===== src/rtl/i2c_byte_master.sv =====
module i2c_byte_master #(
  parameter int HALF_CYC = 8
) (
  input  logic       clk,
  input  logic       rst_n,
  input  logic       ctl_we,
  input  logic       data_we,
  input  logic [7:0] wdata,
  output logic [7:0] ctl_rd,
  output logic [7:0] data_rd,
  output logic       irq,
  input  logic       port_sel,
  input  logic       scl_in,
  input  logic       sda_in,
  output logic       scl_oe,
  output logic       sda_oe,
  output logic [1:0] od_port_a,
  output logic [1:0] od_port_b
);
  localparam int CW = $clog2(HALF_CYC + 1);
  localparam logic [CW-1:0] HALF_M1 = CW'(HALF_CYC - 1);

  typedef enum logic [3:0] {
    S_IDLE, S_START, S_LOW, S_HIGH, S_HOLD,
    S_RS_LOW, S_RS_HIGH, S_P_LOW, S_P_HIGH, S_P_END
  } st_t;

  st_t st;
  logic f_mstr, f_busy, f_xmit, f_ack, f_addr, f_arb, f_stop, f_en;
  logic [7:0] tx_reg, rx_reg, shreg;
  logic [3:0] bitcnt;
  logic [CW-1:0] cnt;
  logic [1:0] scl_s, sda_s;
  logic sda_q, sda_next, bitdrv, scl_drv, stretch_st, done;

  assign done       = (cnt == '0);
  assign bitdrv     = (bitcnt != 4'd8) ? (f_xmit & ~shreg[7]) : (~f_xmit & f_ack);
  assign stretch_st = (st == S_HIGH) || (st == S_RS_HIGH) || (st == S_P_HIGH);
  assign scl_drv    = (st == S_LOW) || (st == S_HOLD) || (st == S_RS_LOW) || (st == S_P_LOW);

  always_comb begin
    case (st)
      S_START, S_P_LOW, S_P_HIGH: sda_next = 1'b1;
      S_LOW, S_HIGH:              sda_next = bitdrv;
      default:                    sda_next = 1'b0;
    endcase
  end

  assign scl_oe    = f_en & scl_drv;
  assign sda_oe    = f_en & sda_q;
  assign ctl_rd    = {f_mstr, f_busy, f_xmit, f_ack, f_addr, f_arb, f_stop, f_en};
  assign data_rd   = rx_reg;
  assign od_port_a = {2{f_en & ~port_sel}};
  assign od_port_b = {2{f_en & port_sel}};

  always_ff @(posedge clk or negedge rst_n) begin
    if (!rst_n) begin
      st <= S_IDLE;
      {f_mstr, f_busy, f_xmit, f_ack, f_addr, f_arb, f_stop, f_en} <= '0;
      tx_reg <= '0;
      rx_reg <= '0;
      shreg  <= '0;
      bitcnt <= '0;
      cnt    <= '0;
      scl_s  <= 2'b11;
      sda_s  <= 2'b11;
      sda_q  <= 1'b0;
      irq    <= 1'b0;
    end else begin
      scl_s <= {scl_s[0], scl_in};
      sda_s <= {sda_s[0], sda_in};
      sda_q <= sda_next;
      if (data_we) tx_reg <= wdata;
      if (ctl_we && !f_busy) begin
        {f_mstr, f_xmit, f_ack, f_addr, f_arb, f_stop, f_en} <= {wdata[7], wdata[5:0]};
        irq <= 1'b0;
        if (wdata[6]) begin
          if (st == S_IDLE && wdata[7]) begin
            f_busy <= 1'b1;
            f_arb  <= 1'b0;
            shreg  <= tx_reg;
            bitcnt <= '0;
            cnt    <= HALF_M1;
            st     <= S_START;
          end else if (st == S_HOLD) begin
            f_busy <= 1'b1;
            shreg  <= tx_reg;
            bitcnt <= '0;
            cnt    <= HALF_M1;
            if (!wdata[7])     st <= S_P_LOW;
            else if (wdata[2]) st <= S_RS_LOW;
            else               st <= S_LOW;
          end
        end
      end else if (stretch_st && !scl_s[1]) begin
        cnt <= HALF_M1;
      end else if (!done) begin
        cnt <= cnt - CW'(1);
      end else begin
        cnt <= HALF_M1;
        case (st)
          S_START: begin
            f_arb <= 1'b0;
            st    <= S_LOW;
          end
          S_LOW:     st <= S_HIGH;
          S_RS_LOW:  st <= S_RS_HIGH;
          S_RS_HIGH: st <= S_START;
          S_P_LOW:   st <= S_P_HIGH;
          S_P_HIGH:  st <= S_P_END;
          S_P_END: begin
            st     <= S_IDLE;
            f_busy <= 1'b0;
            f_stop <= 1'b1;
            irq    <= 1'b1;
          end
          S_HIGH: begin
            if (bitcnt != 4'd8) begin
              if (f_xmit && shreg[7] && !sda_s[1]) begin
                st     <= S_IDLE;
                f_mstr <= 1'b0;
                f_arb  <= 1'b1;
                f_busy <= 1'b0;
                irq    <= 1'b1;
              end else begin
                shreg  <= {shreg[6:0], sda_s[1]};
                bitcnt <= bitcnt + 4'd1;
                st     <= S_LOW;
              end
            end else begin
              if (f_xmit) f_ack <= ~sda_s[1];
              else        rx_reg <= shreg;
              st     <= S_HOLD;
              f_busy <= 1'b0;
              irq    <= 1'b1;
            end
          end
          default: ;
        endcase
      end
    end
  end
endmodule


===== config.mk =====
export PLATFORM = sky130hd
export DESIGN_NAME = i2c_byte_master
export DESIGN_NICKNAME = d
export VERILOG_FILES = /design/src/rtl/i2c_byte_master.sv
export SDC_FILE = /design/constraint.sdc
export NUM_CORES = 1
export LEC_CHECK = 0
export ABC_AREA = 1
export ABC_CLOCK_PERIOD_IN_PS = 1600
export BUFFER_PORTS_ARGS = -buffer_cell sky130_fd_sc_hd__buf_2
export CORE_ASPECT_RATIO = 0.8
export CORE_MARGIN = 5
export CORE_UTILIZATION = 51
export CTS_CLUSTER_DIAMETER = 50
export DETAILED_ROUTE_END_ITERATION = 12
export GPL_ROUTABILITY_DRIVEN = 0
export PLACE_DENSITY = 0.74
export SYNTH_ARGS = -nofsm -noshare
export SYNTH_HDL_FRONTEND = slang
export SYNTH_SLANG_ARGS = --single-unit

===== constraint.sdc =====
create_clock -name clk -period 1.6 [get_ports clk]
set_input_delay 0.08 -clock clk [delete_from_list [all_inputs] [get_ports clk]]
set_output_delay 0.08 -clock clk [all_outputs]
set_load 0.02 [all_outputs]

# After elaboration in Yosys (flattened, before gate mapping)

Index checks and enable logic that the tools add are counted.
Widths: inputs -> output; s select.

Flip-flop bits (word level): 50
Bits in latches: 0
Bits in writable memories: 0
Memory bits (read-only): 0
Memories: 0

Add/sub/neg operators: 2
Multiply operators: 0
Divide/modulo/power cells: 0
Order comparisons: 0
Eq/ne operators: 18
Shifts and indexed selects: 0
Muxes and demuxes: 74
Bitwise logic cells: 13
Reduce and logical (&&, ||, !) cells: 36

Operators with widths:

| cell                | count |
|---|---|
| $mux 4              | 22 |
| $mux 8              | 9 |
| $mux 1              | 35 |
| $pmux 4 s8          | 1 |
| $reduce_and 5->1    | 4 |
| $eq 4x3->1 const B  | 4 |
| $reduce_and 6->1    | 2 |
| $reduce_bool 2->1   | 6 |
| $reduce_bool 9->1   | 1 |
| $eq 4x2->1 const B  | 2 |
| $eq 4x4->1 const B  | 2 |
| $logic_not 4->1     | 2 |
| $pmux 1 s2          | 4 |
| $not 1->1           | 7 |
| $reduce_and 7->1    | 1 |
| $and 1x1->1         | 6 |
| $mux 3              | 2 |
| $ne 2x2->1 const B  | 3 |
| $ne 3x2->1 const B  | 2 |
| $reduce_bool 3->1   | 2 |
| $logic_and 1x1->1   | 5 |
| $logic_or 1x1->1    | 5 |
| $add 4x1->4 const B | 1 |
| $eq 4x1->1 const B  | 1 |
| other kinds (12)    | 14 |

# Longest topological paths before layout

Gate-level depths: netlist (run 1).

Depth in word-level cells: 8
Gate-level depth with buffers: 11
Depth with buffers taken out: 11

# Least setup slack after synthesis (run 1)

Ideal clock, no wire load.

Path kind: register to register
From: register cnt[0]
To: register shreg[1]
Arrival: 1.513 ns
Required time: 1.482 ns
Path slack: -0.031 ns
Stages on the path, launching flop included: 11
Buffers on the path: 1
Cell sequence: dfrtp_1 > inv_1 > ha_1 > nand2_1 > nor2_2 > nor2_1 > nor2_1 > nand2_4 > nor2_4 > buf_6 > o21ai_2

Word-level cells in the longest chain between the ends: 3

RTL lines:

| element                            | RTL line | source |
|---|---|---|
| start: declaration                 | 32       | `logic [CW-1:0] cnt;` |
| start signal: assignment           | 98       | `cnt <= cnt - CW'(1);` |
| $logic_not 4->1                    | 36       | `assign done = (cnt == '0);` |
| $reduce_bool 2->1 (no source line) | n/a      |  |
| $reduce_and 7->1 (no source line)  | n/a      |  |
| end signal: assignment             | 81       | `shreg <= tx_reg;` |
| end signal: assignment             | 87       | `shreg <= tx_reg;` |
| end signal: assignment             | 126      | `shreg <= {shreg[6:0], sda_s[1]};` |
| end: declaration                   | 30       | `logic [7:0] tx_reg, rx_reg, shreg;` |

Every way passes these cells.
A chain may end at the register's enable or synchronous reset.

# Final worst setup path (run 1)

From: register cnt[1]
To: register shreg[6]

Same word-level chain as after synthesis.

==> results of run 1 <==
[final cells by class]
class                           instances  area [um2]  share of cell area
Inverter                               41         156              0.0430
Multi-Input combinational cell        229        1400               0.384
Timing Repair Buffer                   83         637               0.175
Sequential cell                        50        1260               0.347
Clock inverter                          2        37.5              0.0103
Tap cell                               62        77.6              0.0213
Clock buffer                            6        72.6              0.0200
[power by group through the flow]
stage          Clock, mW  Sequential, mW  Combinational (mW)
2_1_floorplan          0            1.85                1.84
3_3_place_gp           0            1.88                2.51
3_5_place_dp           0            1.89                2.58
4_1_cts            0.910            1.89                2.92
5_1_grt            0.963            1.97                3.68
6_report           0.890            1.93                3.32
[logic make-up after synthesis]
kind of cell / share of synthesized area
simple gates: 0.256
mux: 0.0208
xor+xnor: 0.00324
buf+inv: 0.106
flops: 0.464
fa+ha+maj: 0.0139
compound gates: 0.136
[repair_timing]
item	CTS	global route
hold buffers	4	0
setup buffers	6	9
gates cloned	2	0
endpoints found under the hold margin	21	0
setup endpoints to repair	28	31
pin swaps	7	11
gates resized for setup	31	49
[per-layer routing]
layer  vias up  GRT usage  part of all wire  wire (um)
li1       1218          -                 -          -
met1      1199      0.285              0.43       3020
met2        93      0.349              0.48       3410
met3        16     0.0420             0.071        500
met4         0     0.0700             0.020        144
met5         -          0                 0          0
[cell usage in the layout (no fill, tap or decap), types with 5 or more instances in the layout]
cell      count
a21oi_1      10
buf_12        5
buf_2        36
buf_4        34
clkbuf_8      5
dfrtp_1      42
inv_1        33
inv_2         7
mux2_2        5
nand2_1      69
nand2_2      10
nand2_4       9
nand3_1      14
nor2_1       27
nor2_2        6
nor2_4       11
o21ai_0      22
o21ai_1      12
o21ai_2      16
[worst register-to-register path: stages, from the launching register on]
cell     delay, ps
dfrtp_1        410
inv_2          100
ha_4           150
nand2_4         50
nor2_4         110
nor2_4          60
nor2_4          90
nand2_4         60
nor2_4         160
buf_12         130
buf_12         140
nand2_4         60
o21ai_2         60
[worst paths after layout]
kind | from | endpoint | slack, ps | cells past startpoint
max in group asynchronous | rst_n | f_xmit | 750 | 3
hold reg to reg | scl_s[0] | scl_s[1] | 360 | 0
setup / recovery | cnt[1] | shreg[6] | -40 | 12
hold / removal | wdata[0] | f_en | 10 | 3
min in group asynchronous | rst_n | irq | 300 | 2
setup reg to reg | cnt[1] | shreg[6] | -40 | 12
==> flow_summary_export.csv, run 1 <==
group,metric,value,unit
status,status,"complete, but fails checks",
status,violations,"setup timing",
layout,fin_area,0.00364,mm2
sta,relSlewSlack,0.628,
sta,hold_viol,0,
clock_tree,path_clk_slew,100,ps
synth,synth.most_common_cell,"nand2_1",
power,p_int,3.47,mW
setup_path,worst_ep_arrival_time,1880,ps
synth,synth_top_area_cell,"dfrtp_1",
sta,rsz0062_at_grt,"yes",
setup_path,critPathLaunchType,"flop",
power,clkPwrFrac,0.145,
sta,tns,-308,ps
global_routing,first_global_vias,2388,
layout,final_cell_count_no_fill,473,
drt,vias_per_cell,5.34,
global_routing,grt_overflow,0,
clock_tree,numCtsBuffers,5,
layout,layout-drive-gt1-share,0.409,
global_routing,antenna_found_initial,0,
clock_tree,clk_latency,310,ps
drt,routedWlPerCell,15.0,um
drt,dr.pass1.iters,4,
power,p_per_area,1690,mW/mm2
sta,slew_violations,0,
synth,async_reset_ff_frac,1.00,
synth,netlist.area_leader.share,0.425,
floorplan,io_pins,38,
floorplan,die_y,75.2,um
sta,clock-skew-final,13.1,ps
setup_path,slowest_stage,"dfrtp_1",
synth,synthTopCellsByArea,"dfrtp_1 (43%), nand2_1 (12%), o21ai_0 (6.5%)",
synth,synth_seq_cells,50,
place,port_buffers,37,
setup_path,crit_chain,"inv_2 > ha_4 > nand2_4 > nor2_4 > nor2_4 > nor2_4 > nand2_4 > nor2_4 > buf_12 > buf_12 > nand2_4 > o21ai_2",
power,ir_drop,1.03,mV
floorplan,initial_utilization,0.535,
layout,fin_util,0.718,
sta,hold_ws,11.4,ps
synth,ys_types,29,
clock_tree,cts_root_buffer,"clkbuf_8",
drt,vias,2526,
hold_path,hp-class,"in2reg",
power,switchingPower,2.67,mW
global_routing,grt_usage,0.212,
layout,area_growth_syn_to_layout,34.3,%
sta,finalCritPeriodShare,1.03,
setup_path,cpPeakStageDelay,410,ps
clock_tree,clockBufferDepth,2,
layout,nFillCells,378,
place,dpl_cell_area,0.00309,mm2
clock_tree,h-tree-depth,2,
sta,worst_slew_pin_slew,558,ps
setup_path,critical-path-top-delay-family,"simple AND/OR/NAND/NOR gates",
synth,synth_area,0.00271,mm2
place,pre_cts_slack,-120,ps
synth,synth_edf_count,0,
floorplan,row_count,23,
clock_tree,clkSinkCount,50,
power,seq_power_share,0.314,
synth,ys.flop_type,"dfrtp_1",
synth,ys_top_cells_by_count,"nand2_1 (85), dfrtp_1 (46), inv_1 (40), nor2_1 (38), o21ai_0 (35)",
setup_path,end_kind,"flop",
job,max-cap-violations,0,
synth,syn_avg_cell_area,8.01,um2
setup_path,worstPathMaxFanout,7,
global_routing,grt_pass1_wl,11500,um
sta,setup_viol,14,
floorplan,die-area,0.00688,mm2
synth,syn_inst,338,
clock_tree,cts_tree,"built",
power,p_total,6.14,mW
drt,route.detailed.drc,0,
synth,synth.yosys.warnings,0,
drt,drt_iter0_markers,209,
floorplan,die_width,91.5,um
sta,clock.fmax,608,MHz
power,p_sw_frac,0.435,
setup_path,path_class,"reg2reg",
sta,setup_ws,-44.9,ps
place,dp_hpwl,4680,um
place,dp.cells,444,
floorplan,coreArea,0.00506,mm2
layout,diodes,0,
drt,wl,7070,um
setup_path,critPathBufInv,3,
synth,synth_nets,356,
layout,nets,428,
power,pwr-share-comb,0.541,
sta,finalCriticalPeriod,1640,ps
synth,ys_seq_area_frac,0.464,
power,p_leak,1.86,nW
global_routing,grt_max_degree,29,
setup_path,crit_top_cell,"nor2_4",
setup_path,crit_required,1840,ps
drt,antenna_left,0,
No activity file was read; power rests on OpenSTA's default activity.
==> run 2, diff against run 1 <==
==> constraint.sdc (replaced) <==
create_clock -name clk -period 1.6 [get_ports clk]
set_input_delay 0.16 -clock clk [delete_from_list [all_inputs] [get_ports clk]]
set_output_delay 0.16 -clock clk [all_outputs]
set_load 0.02 [all_outputs]
==> run 2 against run 1 <==
  * The flow still finishes with violations (setup timing)
  * Sequential share of layout area grew 1.1 points
  * Clock skew fell by 2.9 ps
  * Clock power grew 0.4%
  * Via count decreased by 1.7%
  * Largest cell class unchanged
  * Die area stayed put
  * Global-route usage is 0.15 points lower
  * Sequential cell count did not move
==> flow_summary_export.csv, run 2 (synthesis results as in run 1) <==
group,metric,value,unit
sta,setup_ws,-49.9,ps
layout,final_cell_count_no_fill,467,
layout,fin_area,0.00353,mm2
hold_path,hp-class,"in2reg",
place,dp.cells,444,
setup_path,r2r_slack,-50,ps
drt,route.detailed.drc,0,
drt,vias,2484,
sta,clock-skew-final,10.2,ps
sta,relSlewSlack,0.623,
sta,slew_violations,0,
sta,rsz0062_at_grt,"yes",
job,max-cap-violations,0,
setup_path,critPathLaunchType,"flop",
place,dpl_cell_area,0.00309,mm2
clock_tree,clkSinkCount,50,
sta,finalCritPeriodShare,1.03,
clock_tree,clk_latency,310,ps
setup_path,cpPeakStageDelay,400,ps
status,violations,"setup timing",
drt,vias_per_cell,5.32,
setup_path,worstPathMaxFanout,8,
place,dp_hpwl,4680,um
layout,fin_util,0.696,
floorplan,die_y,75.2,um
layout,final_common_cell,"nand2_1",
clock_tree,h-tree-depth,2,
sta,worst_slew_pin_slew,565,ps
clock_tree,clockBufferDepth,2,
clock_tree,path_clk_slew,90,ps
drt,routedWlPerCell,14.8,um
sta,clock.fmax,606,MHz
power,pwr-share-comb,0.526,
power,clkPwrFrac,0.151,
global_routing,grt_max_degree,29,
global_routing,grt_usage,0.210,
power,p_leak,1.76,nW
setup_path,slowest_stage,"dfrtp_1",
floorplan,die_width,91.5,um
global_routing,grt_overflow,0,
layout,final_cell_mix,"nand2_1 (75), dfrtp_1 (42), buf_2 (36)",
drt,dr.pass1.iters,5,
floorplan,io_pins,38,
power,p_int,3.39,mW
layout,layout-drive-gt1-share,0.380,
setup_path,worst_ep_arrival_time,1840,ps
global_routing,antenna_found_initial,0,
drt,drt_iter0_markers,167,
status,status,"complete, but fails checks",
power,p_sw_frac,0.429,
setup_path,crit_required,1790,ps
setup_path,path_class,"reg2reg",
setup_path,crit_chain,"inv_2 > ha_4 > nand3_2 > buf_4 > nor2_4 > buf_12 > nand4_4 > nand2_1 > o21ai_0",
floorplan,die-area,0.00688,mm2
clock_tree,numCtsBuffers,5,
floorplan,initial_utilization,0.535,
global_routing,grt_pass1_wl,11400,um
power,ir_drop,0.990,mV
drt,wl,6920,um
layout,area_growth_syn_to_layout,30.3,%
sta,finalCriticalPeriod,1650,ps
sta,setup_viol,14,
layout,nets,422,
layout,diodes,0,
setup_path,end_kind,"flop",
drt,antenna_left,0,
power,p_per_area,1680,mW/mm2
power,switchingPower,2.54,mW
global_routing,first_global_vias,2396,
clock_tree,cts_root_buffer,"clkbuf_8",
floorplan,row_count,23,
clock_tree,cts_tree,"built",
sta,hold_viol,0,
floorplan,coreArea,0.00506,mm2
place,port_buffers,37,
power,seq_power_share,0.323,
run 2: metal layers:
layer  vias up  routed length [um]  GRT usage  share of wire
met2        81                3350      0.346           0.48
met5         -                   0          0              0
met3        12                 445     0.0460          0.064
met1      1190                3000      0.279           0.43
met4         0                 122     0.0749          0.018
li1       1201                   -          -              -
run 2: area by class of cell:
type	instances	area (um2)
inverter	41	156
clock buffer	6	72.6
timing repair buffer	77	586
clock inverter	2	37.5
tap	62	77.6
sequential	50	1260
fill	404	1540
multi-input combinational	229	1340
run 2: critical path: cells and delay by family, from the launching register on:
kind | cells | cell delay (ps)
and+or+nand+nor | 4 | 520
DFF | 1 | 400
AOI/OAI and AO/OA | 1 | 80
buffers and inverters | 3 | 400
adders and majority gates | 1 | 140
run 2: power by group through the flow:
| stage | registers [mW] | logic (mW) | clock network (mW) |
|---|---|---|---|
| CTS | 1.90 | 2.90 | 0.910 |
| global route | 1.96 | 3.47 | 0.966 |
| detailed placement | 1.89 | 2.58 | 0 |
| finish | 1.92 | 3.12 | 0.894 |
| floorplan | 1.85 | 1.84 | 0 |
| global placement | 1.88 | 2.51 | 0 |
run 2: timing repair:
item	CTS	global route
gates resized for setup	32	31
endpoints found under the setup margin	28	30
hold buffers	3	0
setup buffers	4	6
pin swaps	9	11
hold endpoints to repair	20	0
gates cloned	2	0
run 2: worst paths after layout:
| check | cells after the start | start | to |
|---|---|---|---|
| setup / recovery | 9 | bitcnt[1] | data_rd[6] |
| hold / removal | 3 | wdata[3] | f_addr |
| setup reg to reg | 9 | bitcnt[1] | data_rd[6] |
| hold reg to reg | 0 | scl_s[0] | scl_s[1] |
| max in group asynchronous | 3 | rst_n | tx_reg[2] |
| min in group asynchronous | 2 | rst_n | f_en |
run 2: metrics by stage:
step	setup TNS [ps]	setup slack, ps	hold slack, ps	power [mW]
after floorplan	-38.7	-4.11	-136	3.69
after global placement	-436	-59.6	173	4.39
after detailed placement	-1640	-120	179	4.47
after CTS	-105	-18.8	67.9	5.70
after global routing	-2520	-132	84.2	6.39
final	-279	-49.9	69.2	5.93
==> run 3, diff against run 2 <==
--- a/config.mk
+++ b/config.mk
@@ -8,10 +8,12 @@
 export ABC_AREA = 1
 export ABC_CLOCK_PERIOD_IN_PS = 1600
 export BUFFER_PORTS_ARGS = -buffer_cell sky130_fd_sc_hd__buf_2
+export CELL_PAD_IN_SITES_DETAIL_PLACEMENT = 1
+export CELL_PAD_IN_SITES_GLOBAL_PLACEMENT = 1
 export CORE_ASPECT_RATIO = 0.8
 export CORE_MARGIN = 5
-export CORE_UTILIZATION = 51
-export CTS_CLUSTER_DIAMETER = 50
+export CORE_UTILIZATION = 38
+export CTS_CLUSTER_DIAMETER = 30
 export DETAILED_ROUTE_END_ITERATION = 12
 export GPL_ROUTABILITY_DRIVEN = 0
 export PLACE_DENSITY = 0.74
==> run 3 against run 2 <==
  * The flow still finishes with violations (setup timing)
  * Core utilization shrank 14 points
  * Critical path depth grew 1
  * Clock skew shrank 3.7 ps
  * Largest cell class unchanged
  * Sequential share of layout area shrank 2.9 points
  * Via count grew 8.2%
  * Sequential cell count is the same
  * Critical endpoint is now bitcnt[0]
  * Routed wire length grew 50%
  * Fmax shrank 4.4%
  * Global-route usage grew 0.99 points
  * Sequential power grew 3%
==> flow_summary_export.csv, run 3 (synthesis results as in run 1) <==
group,metric,value,unit
power,p_int,3.84,mW
place,pre_cts_slack,-138,ps
global_routing,grt_usage,0.220,
power,p_leak,1.87,nW
setup_path,worstPathMaxFanout,6,
setup_path,crit_required,1810,ps
place,dp_hpwl,5770,um
global_routing,grt_pass1_wl,15800,um
sta,tns,-2370,ps
floorplan,initial_utilization,0.391,
layout,area_growth_syn_to_layout,41.6,%
status,status,"complete, but fails checks",
setup_path,worst_ep_arrival_time,1930,ps
power,p_per_area,1820,mW/mm2
drt,dr.pass1.iters,4,
drt,vias_per_cell,5.32,
sta,hold_viol,0,
layout,final_cell_mix,"nand2_1 (60), dfrtp_1 (42), buf_4 (38)",
power,pwr-share-comb,0.559,
place,port_buffers,37,
sta,setup_ws,-126,ps
global_routing,grt_max_degree,41,
sta,finalCritPeriodShare,1.08,
sta,finalCriticalPeriod,1730,ps
power,clkPwrFrac,0.160,
floorplan,die_width,104,um
sta,clock.fmax,579,MHz
layout,layout-drive-gt1-share,0.467,
drt,routedWlPerCell,20.5,um
power,p_sw_frac,0.451,
setup_path,cpPeakStageDelay,460,ps
sta,slew_violations,0,
drt,wl,10300,um
layout,diodes,0,
layout,final_common_cell,"nand2_1",
sta,worst_slew_pin_slew,396,ps
setup_path,critPathLaunchType,"flop",
job,max-cap-violations,0,
setup_path,slowest_stage,"dfrtp_2",
power,p_total,7.00,mW
sta,relSlewSlack,0.734,
clock_tree,numCtsBuffers,5,
clock_tree,clkSinkCount,50,
drt,drt_iter0_markers,152,
sta,rsz0062_at_grt,"yes",
clock_tree,cts_root_buffer,"clkbuf_8",
global_routing,grt_overflow,0,
status,violations,"setup timing",
floorplan,coreArea,0.00693,mm2
clock_tree,h-tree-depth,2,
sta,setup_viol,32,
hold_path,hp-class,"in2reg",
floorplan,die_y,85.5,um
power,switchingPower,3.16,mW
global_routing,first_global_vias,2899,
setup_path,crit_chain,"nor2_4 > nand2_4 > nand3_4 > nand3_4 > nand2_4 > nor2_4 > buf_4 > buf_12 > nand2_1 > o21ai_2",
setup_path,r2r_slack,-130,ps
floorplan,die-area,0.00892,mm2
floorplan,row_count,27,
global_routing,antenna_found_initial,0,
clock_tree,cts_tree,"built",
layout,nets,435,
drt,route.detailed.drc,0,
sta,clock-skew-final,6.52,ps
layout,nFillCells,819,
drt,vias,2688,
floorplan,io_pins,38,
power,seq_power_share,0.281,
power,ir_drop,0.709,mV
clock_tree,path_clk_slew,100,ps
setup_path,end_kind,"flop",
setup_path,path_class,"reg2reg",
clock_tree,clockBufferDepth,2,
clock_tree,clk_latency,310,ps
drt,antenna_left,0,
[run 3: per-layer routing]
| metal | global-route usage | part of all wire | vias up |
|---|---|---|---|
| met4 | 0.0459 | 0.021 | 0 |
| met5 | 0 | 0 | - |
| met2 | 0.397 | 0.51 | 71 |
| met1 | 0.283 | 0.43 | 1362 |
| met3 | 0.0301 | 0.038 | 23 |
| li1 | - | - | 1232 |
[run 3: area by class of cell]
type                            count  area (um2)  area share
Multi-Input combinational cell    229        1460       0.380
Sequential cell                    50        1260       0.329
Timing Repair Buffer               90         708       0.185
Inverter                           41         156      0.0408
Tap cell                           87         109      0.0284
Clock buffer                        6        82.6      0.0215
Clock inverter                      2        60.1      0.0157
[run 3: stage by stage]
step,utilization,instances,hold slack (ps),cell area (um2)
floorplan,-,338,-136,2730
global placement,0.453,473,57.7,3140
detailed placement,0.453,473,53.4,3140
CTS,0.539,503,64.6,3740
global route,0.554,505,70.9,3830
finish,0.554,505,59.0,3830
[run 3: power by group through the flow]
stage / registers, mW / logic [mW] / clock network (mW)
after floorplan: 1.85 / 1.84 / 0
after global placement: 1.88 / 2.59 / 0
after detailed placement: 1.90 / 2.69 / 0
after CTS: 1.93 / 3.43 / 1.13
after global routing: 2.01 / 4.20 / 1.17
final: 1.97 / 3.91 / 1.12
[run 3: critical path: cells and delay by family (launching register included)]
kind,cells,cell delay (ps)
AOI/OAI and AO/OA,1,50
and+or+nand+nor,7,820
DFF,1,460
buffers and inverters,2,270
[run 3: repair_timing]
| item | in CTS | in global routing |
|---|---|---|
| endpoints found under the setup margin | 29 | 33 |
| gates cloned | 4 | 0 |
| hold buffers | 3 | 0 |
| hold endpoints to repair | 12 | 0 |
| setup buffers | 17 | 2 |
| gates resized for setup | 74 | 30 |
| pin swaps | 25 | 10 |
[run 3: worst paths after layout]
path | startpoint | end | depth (start not counted)
worst min register to register | sda_s[0] | sda_s[1] | 0
min in group asynchronous | rst_n | st[3] | 2
worst max register to register | st[3] | bitcnt[0] | 10
worst max-delay path | st[3] | bitcnt[0] | 10
max in group asynchronous | rst_n | cnt[2] | 3
worst min-delay path | wdata[3] | f_addr | 3
